--- config.mk ---
export PLATFORM = sky130hd
export DESIGN_NAME = pin_bank_ctrl
export DESIGN_NICKNAME = d
export VERILOG_FILES = /design/src/rtl/pbk_pkg.sv /design/src/rtl/pbk_sync.sv /design/src/rtl/pbk_cfg_reg.sv /design/src/rtl/pbk_detect.sv /design/src/rtl/pin_bank_ctrl.sv
export SDC_FILE = /design/constraint.sdc
export NUM_CORES = 1
export LEC_CHECK = 0
export BUFFER_PORTS_ARGS = -buffer_cell sky130_fd_sc_hd__buf_2
export CAP_MARGIN = 20
export CORE_MARGIN = 3
export CORE_UTILIZATION = 35
export DETAILED_ROUTE_END_ITERATION = 7
export HOLD_SLACK_MARGIN = 0.02
export PLACE_DENSITY = 0.6
export SLEW_MARGIN = 40
export SYNTH_ARGS = -nofsm -noshare
export SYNTH_HDL_FRONTEND = slang
export SYNTH_SLANG_ARGS = --single-unit
export TNS_END_PERCENT = 30
--- constraint.sdc ---
create_clock -name clk -period 3.1 [get_ports clk]
set_clock_uncertainty 0.05 [all_clocks]
set_input_delay 0.465 -clock clk [delete_from_list [all_inputs] [get_ports clk]]
set_output_delay 0.465 -clock clk [all_outputs]
set_load 0.01 [all_outputs]
--- src/rtl/pbk_pkg.sv ---
package pbk_pkg;
  localparam int REG_IDX_W = 3;
  localparam int KIND_W    = 2;

  typedef enum logic [REG_IDX_W-1:0] {
    RG_DOUT  = 3'd0,
    RG_DIN   = 3'd1,
    RG_OE    = 3'd2,
    RG_ROUTE = 3'd3,
    RG_IEN   = 3'd4,
    RG_LVL   = 3'd5,
    RG_POL   = 3'd6,
    RG_STAT  = 3'd7
  } reg_sel_e;

  typedef enum logic [KIND_W-1:0] {
    AK_WRITE = 2'd0,
    AK_SET   = 2'd1,
    AK_CLR   = 2'd2,
    AK_TGL   = 2'd3
  } access_kind_e;
endpackage

--- src/rtl/pbk_sync.sv ---
module pbk_sync #(
  parameter int W = 32
) (
  input  logic         clk,
  input  logic         rst_n,
  input  logic [W-1:0] d,
  output logic [W-1:0] q
);
  logic [W-1:0] meta;

  always_ff @(posedge clk or negedge rst_n) begin
    if (!rst_n) begin
      meta <= '0;
      q    <= '0;
    end else begin
      meta <= d;
      q    <= meta;
    end
  end
endmodule

--- src/rtl/pbk_cfg_reg.sv ---
module pbk_cfg_reg
  import pbk_pkg::*;
#(
  parameter int W = 32
) (
  input  logic              clk,
  input  logic              rst_n,
  input  logic              wr_hit,
  input  logic [KIND_W-1:0] kind,
  input  logic [W-1:0]      wdata,
  output logic [W-1:0]      q
);
  function automatic logic [W-1:0] apply_kind(input logic [W-1:0] cur,
                                               input logic [W-1:0] val,
                                               input logic [KIND_W-1:0] k);
    case (k)
      AK_SET:  return cur | val;
      AK_CLR:  return cur & ~val;
      AK_TGL:  return cur ^ val;
      default: return val;
    endcase
  endfunction

  always_ff @(posedge clk or negedge rst_n) begin
    if (!rst_n)      q <= '0;
    else if (wr_hit) q <= apply_kind(q, wdata, kind);
  end

  // a set access leaves every written one bit at 1
  p_set_kind_r2: assert property (@(posedge clk) disable iff (!rst_n)
    (wr_hit && kind == AK_SET) |=> ((q & $past(wdata)) == $past(wdata)));
  // a clear access leaves every written one bit at 0
  p_clr_kind_r2: assert property (@(posedge clk) disable iff (!rst_n)
    (wr_hit && kind == AK_CLR) |=> ((q & $past(wdata)) == '0));
endmodule

--- src/rtl/pbk_detect.sv ---
module pbk_detect #(
  parameter int W = 32
) (
  input  logic         clk,
  input  logic         rst_n,
  input  logic [W-1:0] smp,
  input  logic [W-1:0] lvl,
  input  logic [W-1:0] pol,
  input  logic [W-1:0] route,
  input  logic [W-1:0] clr_mask,
  output logic [W-1:0] evt,
  output logic [W-1:0] stat
);
  logic [W-1:0] prev;

  // A pin hits when its sample matches the polarity; in edge mode it must
  // also differ from the previous sample.
  function automatic logic [W-1:0] hit_vec(input logic [W-1:0] s,
                                           input logic [W-1:0] p,
                                           input logic [W-1:0] lv,
                                           input logic [W-1:0] pl);
    logic [W-1:0] match;
    match = ~(s ^ pl);
    return match & (lv | (s ^ p));
  endfunction

  assign evt = hit_vec(smp, prev, lvl, pol) & route;

  always_ff @(posedge clk or negedge rst_n) begin
    if (!rst_n) begin
      prev <= '0;
      stat <= '0;
    end else begin
      prev <= smp;
      stat <= (stat & ~clr_mask) | evt;
    end
  end

  // a status bit only drops where a clear was requested
  p_stat_drop_r7: assert property (@(posedge clk) disable iff (!rst_n)
    1'b1 |=> (($past(stat) & ~stat & ~$past(clr_mask)) == '0));
  // newly set status bits belong to routed pins
  p_route_gate_r8: assert property (@(posedge clk) disable iff (!rst_n)
    1'b1 |=> (((stat & ~$past(stat)) & ~$past(route)) == '0));
  // a detection in the same cycle as a clear still sets the bit
  p_set_wins_r10: assert property (@(posedge clk) disable iff (!rst_n)
    ((evt & clr_mask) != '0) |=> ((stat & $past(evt)) == $past(evt)));
endmodule

--- src/rtl/pin_bank_ctrl.sv ---
module pin_bank_ctrl
  import pbk_pkg::*;
#(
  parameter int PINS = 32
) (
  input  logic                        clk,
  input  logic                        rst_n,
  input  logic                        bus_wr,
  input  logic [REG_IDX_W+KIND_W-1:0] bus_addr,
  input  logic [PINS-1:0]             bus_wdata,
  output logic [PINS-1:0]             bus_rdata,
  input  logic [PINS-1:0]             pin_in,
  output logic [PINS-1:0]             pad_out,
  output logic [PINS-1:0]             pad_oe,
  output logic                        irq
);
  localparam int NREG = 1 << REG_IDX_W;

  logic [REG_IDX_W-1:0] reg_sel;
  logic [KIND_W-1:0]    kind;
  logic [PINS-1:0]      regs [NREG];
  logic [PINS-1:0]      smp, evt, stat, clr_mask;

  assign reg_sel = bus_addr[REG_IDX_W+KIND_W-1:KIND_W];
  assign kind    = bus_addr[KIND_W-1:0];

  pbk_sync #(.W(PINS)) u_sync (.clk(clk), .rst_n(rst_n), .d(pin_in), .q(smp));

  for (genvar g = 0; g < NREG; g++) begin : g_reg
    if (g == int'(RG_DIN)) begin : g_din
      assign regs[g] = smp;
    end else if (g == int'(RG_STAT)) begin : g_stat
      assign regs[g] = stat;
    end else begin : g_cfg
      pbk_cfg_reg #(.W(PINS)) u_cfg (
        .clk(clk), .rst_n(rst_n),
        .wr_hit(bus_wr && reg_sel == REG_IDX_W'(g)),
        .kind(kind), .wdata(bus_wdata), .q(regs[g]));
    end
  end

  assign clr_mask = (bus_wr && reg_sel == RG_STAT && kind == AK_CLR)
                    ? bus_wdata : '0;

  pbk_detect #(.W(PINS)) u_det (
    .clk(clk), .rst_n(rst_n), .smp(smp),
    .lvl(regs[RG_LVL]), .pol(regs[RG_POL]), .route(regs[RG_ROUTE]),
    .clr_mask(clr_mask), .evt(evt), .stat(stat));

  assign bus_rdata = regs[reg_sel];
  assign pad_oe    = regs[RG_OE];
  assign pad_out   = regs[RG_DOUT] & regs[RG_OE];
  assign irq       = |(stat & regs[RG_IEN]);

  // the bank interrupt always has an enabled status bit behind it
  p_irq_source_r9: assert property (@(posedge clk) disable iff (!rst_n)
    irq |-> ((stat & regs[RG_IEN]) != '0));
  // the sampled input register ignores writes and follows the pins
  p_din_follow_r3: assert property (@(posedge clk) disable iff (!rst_n)
    (bus_wr && reg_sel == RG_DIN) |=> (regs[RG_DIN] == $past(u_sync.meta)));
endmodule

==> impl_metrics.csv, run 1 <==
group,metric,value,unit
run_status,status,"finished clean",
floorplan,rows,97,
timing,layout_min_cycle_time,3.00,ns
logic_synthesis,synthSimpleGateAreaFrac,2.28,%
global_routing,antenna_found_initial,7,
route,via_per_inst,5.21,
logic_synthesis,yosysMostFrequentCell,"inv_1",
clock_network,cts_resized,0,
pwr,p_leak,13.3,nW
logic_synthesis,synthDominantCellAreaShare,32.0,%
timing,finalSetupTns,0,ns
logic_synthesis,ys_seq_elements,320,
timing,hold-worst-slack,0.213,ns
placement,dp_hpwl,45100,um
clock_network,cts.clk_slew.worst_paths,0.06,ns
logic_synthesis,synth_common_cells,"inv_1, ha_1, dfrtp_1",
worst_setup_path,required,2.58,ns
floorplan,die_width,273,um
placement,placed_cells,2984,
final_layout,final_cells,3096,
final_layout,final_area,28700,um2
logic_synthesis,synth_async_sr_flop_share,100,%
clock_network,h-tree-depth,2,
global_routing,grt_pass1_vias,17400,
logic_synthesis,yosysWarningCount,0,
logic_synthesis,synth_xor_area_share,1.75,%
worst_setup_path,cp-end-kind,"output port",
global_routing,grt_max_degree,55,
worst_setup_path,cp-start-kind,"flip-flop",
final_layout,drive_gt1_share,35.6,%
worst_setup_path,crit_start,"g_reg[4].g_cfg.u_cfg.q[24]$_DFFE_PN0P_",
logic_synthesis,synthTopCellsByArea,"dfrtp_1, mux4_2, ha_1",
worst_setup_path,cp_max_fo,5,
global_routing,track_usage,18.1,%
timing,setup_ws,0.101,ns
timing,fmax,0.333,GHz
pwr,power.density,685,nW/um2
route,drtAntennaViolNets,0,
logic_synthesis,synth_compound_area_share,2.11,%
clock_network,clk_latency,0.58,ns
floorplan,dieArea,74700,um2
route,drt_pre_antenna_iters,5,
clock_network,clockBufferDepth,3,
timing,relSlewSlack,56.9,%
global_routing,grt_overflow,0,
worst_setup_path,crit_arrival,2.48,ns
route,drc,0,
global_routing,grt_pass1_wl,104000,um
final_layout,finalNetCount,2578,
clock_network,cts_buffers,43,
route,drt_iter0_drc,912,
logic_synthesis,synth_top_family_by_area,"multiplexers",
clock_network,cts-root-buf,"clkbuf_16",
worst_setup_path,reg2reg_depth,4,
logic_synthesis,ys_types,29,
floorplan,start_util,35.5,%
logic_synthesis,synthMuxAreaShare,33.1,%
logic_synthesis,yosysSeqAreaShare,32.0,%
route,routedWlPerCell,21.3,um
timing,post-route-period-util,96.8,%
logic_synthesis,postSynthCellCount,1949,
timing,rsz0062_at_grt,"false",
timing,setup_viol,0,
logic_synthesis,yosys_most_used_dff,"dfrtp_1",
worst_setup_path,r2r_slack,1.23,ns
logic_synthesis,syn_area,25000,um2
worst_setup_path,cp-endpoint,"irq",
placement,place_area,26900,um2
floorplan,die_y,273,um
placement,place.port_buffers,168,
final_layout,fin_util,40.8,%
clock_network,cts.sinks,320,
final_layout,fillers,6578,
route,routed-via-count,16100,
logic_synthesis,synth_fa_ha_area_share,19.2,%
timing,final_max_slew_viol_count,0,
pwr,power,19.7,mW
floorplan,coreArea,70400,um2
worst_setup_path,critPathKind,"reg -> out",
worst_setup_path,timing.rr.start,"g_reg[4].g_cfg.u_cfg.q[25]$_DFFE_PN0P_",
logic_synthesis,synth_area_per_cell,12.8,um2
pwr,ir_worst_vdd,445,uV
timing,hold_viol,0,
logic_synthesis,synth_edf_count,0,
final_layout,area_delta_synth_final,14.8,%
clock_network,tritoncts,"done",
logic_synthesis,yosys.area.top_type,"dfrtp_1",
placement,gp_congestion,0.797,
placement,place_ws,0.402,ns
worst_setup_path,r2r-end,"g_reg[4].g_cfg.u_cfg.q[25]$_DFFE_PN0P_",
floorplan,io_pins,169,
min_path,hold_path_class,"in -> reg",
timing,tightest_slew,0.646,ns
logic_synthesis,synth_nets,2405,
run,drv_cap,0,
route,drt-total-wl,66000,um
[worst min-delay path by stage]
stage / to / start / slack (ns) / cells past startpoint
global placement: u_sync.q[24]$_DFF_PN0_ / u_sync.meta[24]$_DFF_PN0_ / 0.28 / 0
finish: u_det.stat[9]$_DFF_PN0_ / bus_wdata[9] / 0.21 / 3
floorplan: g_reg[0].g_cfg.u_cfg.q[0]$_DFFE_PN0P_ / rst_n / 0.12 / 0
detailed placement: u_sync.q[7]$_DFF_PN0_ / u_sync.meta[7]$_DFF_PN0_ / 0.28 / 0
global route: u_det.stat[9]$_DFF_PN0_ / bus_wdata[9] / 0.19 / 3
CTS: u_det.stat[30]$_DFF_PN0_ / bus_wdata[30] / 0.18 / 3
[cell usage in the layout, fill, tap and decap left out, types with 2 or more instances in the layout]
cell,instances
inv_1,416
ha_1,384
dfrtp_1,320
mux4_2,256
mux2_2,224
buf_2,163
xnor2_1,50
clkbuf_16,44
dlygate4sd3_1,33
nand2_1,32
nand3_1,32
nor2_1,32
buf_4,27
a32o_1,25
buf_12,22
a22oi_1,16
clkbuf_1,10
nor2b_1,7
o21bai_1,7
o22ai_1,7
a22o_1,7
clkbuf_8,6
clkinv_2,5
bufinv_16,5
nand4_1,4
diode_2,3
clkinvlp_4,3
buf_8,3
nand3b_1,2
inv_6,2
[layer usage]
metal / wire [um] / track usage (%)
met2: 31500 / 29.5
met4: 1760 / 5.01
met5: 27 / 0
met1: 29400 / 24.3
met3: 3360 / 3.94
[report_power, final]
part	internal (mW)	leakage [nW]	switching, mW
Combinational	4.08	8.92	3.12
Sequential	5.40	3.70	1.85
Clock	3.17	0.704	2.04
[logic make-up after synthesis]
family	count (synthesis)
buffers and inverters	537
muxes	480
adders and majority gates	384
DFF	320
and+or+nand+nor	116
AOI/OAI and AO/OA	62
xor gates and xnor gates	50
[flip-flops by register name, summed over array words and instances, names as in the netlist]
register and cells:
u_sync.meta 32, g.g_cfg.u_cfg.q 192, u_sync.q 32, u_det.prev 32
u_det.stat 32
[layout make-up]
| class | count | area (um2) | share of cell area (%) |
|---|---|---|---|
| multi-input combinational | 1092 | 14600 | 51.0 |
| sequential | 320 | 8010 | 27.9 |
| timing repair buffer | 249 | 1860 | 6.48 |
| inverter | 416 | 1560 | 5.44 |
| clock buffer | 60 | 1220 | 4.25 |
| tap | 940 | 1180 | 4.10 |
| clock inverter | 16 | 231 | 0.806 |
| antenna | 3 | 7.51 | 0.0261 |
[critical path, cell delays in order, from the launching register on]
cell	delay (ns)
dfrtp_1	0.42
a22oi_1	0.44
nand4_1	0.14
or4_1	0.69
buf_2	0.21
[what timing repair did]
action,in CTS,in global routing
setup buffers,0,0
endpoints found under the hold margin,60,0
hold buffers,33,0
No activity file was read; power rests on OpenSTA's default activity.
==> run 2: changes to the inputs <==
==> constraint.sdc (replaced) <==
create_clock -name clk -period 3.1 [get_ports clk]
set_clock_uncertainty 0.05 [all_clocks]
set_input_delay 0.31 -clock clk [delete_from_list [all_inputs] [get_ports clk]]
set_output_delay 0.31 -clock clk [all_outputs]
set_load 0.01 [all_outputs]
==> run 2 against run 1 <==
Power decreased by 2.1%. First-iteration DRC count increased by 0.11%. Register-to-register slack improved by 0.09 ns. Via count decreased by 0.45%. Setup slack improved by 0.25 ns. Critical path type unchanged. Critical endpoint unchanged.
==> impl_metrics.csv, run 2 (synthesis results as in run 1) <==
group,metric,value,unit
run_status,status,"finished clean",
pwr,switchingPower,6.96,mW
worst_setup_path,cp-start-kind,"flip-flop",
clock_network,cts_buffers,41,
clock_network,clk_latency,0.57,ns
placement,gp_congestion,0.773,
worst_setup_path,path_cells,"a22oi_1, nand4_1, or4_1, buf_2",
floorplan,rows,97,
timing,final_max_slew_viol_count,0,
timing,rsz0062_at_grt,"false",
clock_network,h-tree-depth,2,
timing,finalSetupTns,0,ns
min_path,holdPathStages,3,
min_path,hold_path_class,"in -> reg",
clock_network,cts.sinks,320,
pwr,power.density,678,nW/um2
route,drtAntennaViolNets,0,
worst_setup_path,cp-end-kind,"output port",
worst_setup_path,cp_max_fo,5,
pwr,ir_worst_vdd,326,uV
worst_setup_path,reg2reg_depth,4,
floorplan,start_util,35.5,%
route,via_per_inst,5.21,
final_layout,antenna_cells,0,
floorplan,io_pins,169,
route,routedWlPerCell,21.2,um
worst_setup_path,crit_arrival,2.39,ns
global_routing,track_usage,17.8,%
final_layout,area_delta_synth_final,13.6,%
pwr,sw_frac_of_total,36.1,%
placement,place_area,26800,um2
run,drv_cap,0,
floorplan,die_y,273,um
final_layout,regMostFlops,"g.g_cfg.u_cfg.q",
worst_setup_path,critPathKind,"reg -> out",
final_layout,final_common_cell,"inv_1",
worst_setup_path,required,2.74,ns
pwr,p_leak,13.2,nW
clock_network,cts.clk_slew.worst_paths,0.06,ns
pwr,p_int,12.3,mW
clock_network,clockBufferDepth,3,
pwr,power_frac_seq,37.5,%
final_layout,finalNetCount,2567,
pwr,p_clk_share,25.0,%
route,drt_iter0_drc,913,
final_layout,final_area,28400,um2
placement,dp_hpwl,45400,um
route,drt-total-wl,65300,um
placement,place.port_buffers,168,
worst_setup_path,path_delay_family,"simple AND/OR/NAND/NOR gates",
final_layout,final_cells,3079,
final_layout,drive_gt1_share,35.3,%
global_routing,grt_max_degree,71,
clock_network,cts_resized,0,
global_routing,grt_pass1_wl,104000,um
floorplan,coreArea,70400,um2
timing,post-route-period-util,88.6,%
pwr,p_comb_share,37.5,%
timing,fmax,0.364,GHz
timing,layout_min_cycle_time,2.75,ns
worst_setup_path,cp.depth,4,
global_routing,grt_pass1_vias,17300,
route,drt_pre_antenna_iters,5,
clock_network,tritoncts,"done",
global_routing,antenna_found_initial,3,
timing,tightest_slew,0.587,ns
placement,placed_cells,2975,
worst_setup_path,crit_slowest_cell,"or4_1",
floorplan,dieArea,74700,um2
clock_network,cts-root-buf,"clkbuf_16",
worst_setup_path,r2r_slack,1.32,ns
route,drc,0,
final_layout,fillers,6614,
global_routing,grt_overflow,0,
final_layout,largest_register_ffs,192,
timing,hold_viol,0,
route,routed-via-count,16000,
final_layout,mostFrequentLayoutCells,"inv_1, ha_1, dfrtp_1",
floorplan,die_width,273,um
worst_setup_path,cp.buffers_inverters,1,
timing,relSlewSlack,60.8,%
worst_setup_path,max_stage_delay,0.67,ns
timing,setup_viol,0,
[run 2: cell count changes in the layout (fill, tap and decap cells not counted), sizes merged]
cell      before  now
clkbuf        60   62
bufinv         5    1
inv          418  417
clkinv         6    5
clkinvlp       3    2
diode          3    0
buf          216  207
[run 2: layout make-up]
class / instances / area (um2) / share of cell area (%)
clock buffer: 62 / 1250 / 4.39
clock inverter: 9 / 78.8 / 0.277
inverter: 416 / 1560 / 5.50
multi-input combinational: 1092 / 14600 / 51.5
sequential: 320 / 8010 / 28.2
tap: 940 / 1180 / 4.14
timing repair buffer: 240 / 1700 / 5.98
[run 2: path summary, 6_finish.rpt]
kind                                                         from                                     end
max                        g_reg[4].g_cfg.u_cfg.q[30]$_DFFE_PN0P_                                     irq
min                                                 bus_wdata[25]                u_det.stat[25]$_DFF_PN0_
max reg2reg                g_reg[4].g_cfg.u_cfg.q[18]$_DFFE_PN0P_  g_reg[4].g_cfg.u_cfg.q[18]$_DFFE_PN0P_
min reg2reg                              u_sync.meta[6]$_DFF_PN0_                   u_sync.q[6]$_DFF_PN0_
max in group asynchronous                                   rst_n                  u_sync.q[30]$_DFF_PN0_
min in group asynchronous                                   rst_n                u_sync.meta[9]$_DFF_PN0_
[run 2: per-stage QoR]
stage	setup slack, ns	utilization (%)	total power [mW]	hold slack [ns]
6_report	0.353	40.4	19.3	0.0688
5_1_grt	0.235	40.4	20.8	0.0660
4_1_cts	0.322	40.4	19.5	0.0368
3_5_place_dp	0.743	38.0	14.6	0.285
3_3_place_gp	0.747	38.0	13.9	0.277
2_1_floorplan	1.15	-	12.1	-0.0356
[run 2: metal layers]
metal	track usage (%)	vias up	wire length [um]
li1	-	7120	-
met1	24.2	8501	29400
met2	29.3	325	31200
met3	2.87	96	2860
met4	5.49	6	1750
met5	0	-	54
[run 2: tightest hold or removal path: cells and delay by family]
family / cells / cell delay [ns]
buf+inv: 1 / 0.15
simple gates: 1 / 0.08
compound gates: 1 / 0.11
[run 2: what timing repair did]
item	CTS	global route
buffers inserted	0	0
hold endpoints to repair	89	0
hold buffers	33	0
[run 2: power groups by stage]
stage / clock, mW / sequential, mW / combinational (mW)
after floorplan: 0 / 6.54 / 5.59
after global placement: 0 / 7.19 / 6.75
after detailed placement: 0 / 7.29 / 7.27
after CTS: 4.97 / 7.22 / 7.36
after global routing: 5.12 / 7.47 / 8.17
final: 4.81 / 7.23 / 7.21
==> run 3: changes to the inputs <==
MAX_ROUTING_LAYER = met4   (was default)
==> run 3 against run 2 <==
Fmax rose by 0.51%. Power is essentially flat. Largest cell class unchanged. Count of clock-buffer cells in the layout unchanged. Die area stayed put. Worst hold slack gained 0.0032 ns. Critical path depth is the same. Via count is essentially flat. Sequential cell count unchanged. Clock power about the same. First-iteration DRC count is 3.9% lower. Utilization about the same. Register-to-register slack about the same.
==> impl_metrics.csv, run 3 (synthesis results as in run 1) <==
group,metric,value,unit
run_status,status,"finished clean",
timing,hold-worst-slack,0.0720,ns
worst_setup_path,path_cells,"a22oi_1, nand4_1, or4_1, buf_2",
clock_network,cts.clk_slew.worst_paths,0.06,ns
final_layout,multi_input_area,14600,um2
min_path,whs_endpoint,"u_det.stat[25]$_DFF_PN0_",
pwr,power,19.3,mW
pwr,ir_worst_vdd,326,uV
clock_network,clockBufferDepth,3,
run,drv_cap,0,
timing,relSlewSlack,61.0,%
placement,dp_hpwl,45400,um
min_path,holdPathStages,3,
floorplan,io_pins,169,
pwr,power.density,677,nW/um2
final_layout,regMostFlops,"g.g_cfg.u_cfg.q",
worst_setup_path,max_stage_delay,0.66,ns
final_layout,regArea,8010,um2
worst_setup_path,cp.buffers_inverters,1,
worst_setup_path,path_delay_family,"simple AND/OR/NAND/NOR gates",
placement,place.port_buffers,168,
global_routing,grt_max_degree,71,
timing,final_max_slew_viol_count,0,
worst_setup_path,r2r-end,"g_reg[4].g_cfg.u_cfg.q[21]$_DFFE_PN0P_",
floorplan,die_width,273,um
worst_setup_path,r2r_slack,1.32,ns
clock_network,h-tree-depth,2,
clock_network,cts.sinks,320,
timing,rsz0062_at_grt,"false",
pwr,p_leak,13.2,nW
worst_setup_path,critPathKind,"reg -> out",
timing,layout_min_cycle_time,2.73,ns
floorplan,die_y,273,um
timing,hold_viol,0,
route,drtAntennaViolNets,0,
route,routedWlPerCell,21.2,um
worst_setup_path,crit_start,"g_reg[4].g_cfg.u_cfg.q[30]$_DFFE_PN0P_",
final_layout,final_cells,3082,
global_routing,antenna_found_initial,3,
final_layout,fillers,6613,
min_path,hold_path_class,"in -> reg",
clock_network,cts_buffers,41,
clock_network,cts-root-buf,"clkbuf_16",
final_layout,finalNetCount,2567,
worst_setup_path,cp-end-kind,"output port",
route,drt_iter0_drc,877,
clock_network,tritoncts,"done",
final_layout,final_area,28400,um2
min_path,min_from,"bus_wdata[25]",
final_layout,drive_gt1_share,35.3,%
floorplan,coreArea,70400,um2
route,drt_pre_antenna_iters,5,
worst_setup_path,crit_slowest_cell,"or4_1",
floorplan,start_util,35.5,%
route,drc,0,
route,routed-via-count,16100,
timing,finalSetupTns,0,ns
worst_setup_path,cp_max_fo,5,
worst_setup_path,reg2reg_depth,4,
floorplan,dieArea,74700,um2
worst_setup_path,cp-start-kind,"flip-flop",
timing,setup_viol,0,
final_layout,largest_register_ffs,192,
global_routing,grt_pass1_wl,104000,um
final_layout,area_delta_synth_final,13.7,%
placement,place_area,26800,um2
clock_network,cts_setup_buffers,0,
timing,tightest_slew,0.585,ns
global_routing,grt_overflow,0,
floorplan,rows,97,
timing,fmax,0.366,GHz
final_layout,final_common_cell,"inv_1",
global_routing,track_usage,18.3,%
route,via_per_inst,5.21,
route,drt-total-wl,65300,um
timing,post-route-period-util,88.2,%
worst_setup_path,timing.rr.start,"g_reg[4].g_cfg.u_cfg.q[21]$_DFFE_PN0P_",
worst_setup_path,crit_arrival,2.37,ns
final_layout,mostFrequentLayoutCells,"inv_1, ha_1, dfrtp_1",
worst_setup_path,required,2.74,ns
clock_network,clk_latency,0.57,ns
placement,gp_congestion,0.784,
placement,placed_cells,2975,
global_routing,grt_pass1_vias,17300,
-- run 3: cell types whose count changed in the layout (fill, tap and decap cells not counted), sizes merged --
cell	previous run	this run
diode	0	3
-- run 3: worst max path at each step --
stage / cells after the start / slack (ns) / end
floorplan: 4 / 1.15 / bus_rdata[10]
global placement: 5 / 0.75 / bus_rdata[8]
detailed placement: 5 / 0.74 / bus_rdata[2]
CTS: 4 / 0.32 / irq
global route: 4 / 0.24 / irq
finish: 4 / 0.37 / irq
-- run 3: metrics by stage --
stage                     utilization [%]  worst slack, ns
final                                40.4            0.367
after global routing                 40.4            0.235
after CTS                            40.4            0.322
after detailed placement             38.0            0.743
after global placement               38.0            0.747
after floorplan                         -             1.15
-- run 3: timing repair --
item                                   4_1_cts  5_1_grt
gates resized for setup                      0        0
endpoints found under the hold margin       89        0
setup endpoints to repair                    0        0
hold buffers                                33        0
-- run 3: final cells by class --
cell class                      instances  share of cell area (%)
Inverter                              416                    5.49
Sequential cell                       320                    28.2
Clock inverter                          9                   0.277
Antenna cell                            3                  0.0264
Clock buffer                           62                    4.39
Tap cell                              940                    4.14
Multi-Input combinational cell       1092                    51.5
Timing Repair Buffer                  240                    5.98
-- run 3: power by group --
part	switching (mW)	total [mW]	internal (mW)
logic	3.15	7.21	4.06
registers	1.83	7.23	5.40
clock network	1.97	4.82	2.85
total	6.95	19.3	12.3
-- run 3: worst reg2reg max path: stages, from the launching register on --
cell	delay, ns
dfrtp_1	0.53
inv_1	0.08
ha_1	0.28
mux4_2	0.46
mux2_2	0.27
-- run 3: routing by layer --
layer | GRT usage, % | up-vias | part of all wire (%)
met1 | 24.3 | 8510 | 45
li1 | - | 7123 | -
met4 | 5.48 | 0 | 2.7
met2 | 29.2 | 321 | 48
met5 | - | - | 0
met3 | 2.80 | 97 | 4.8
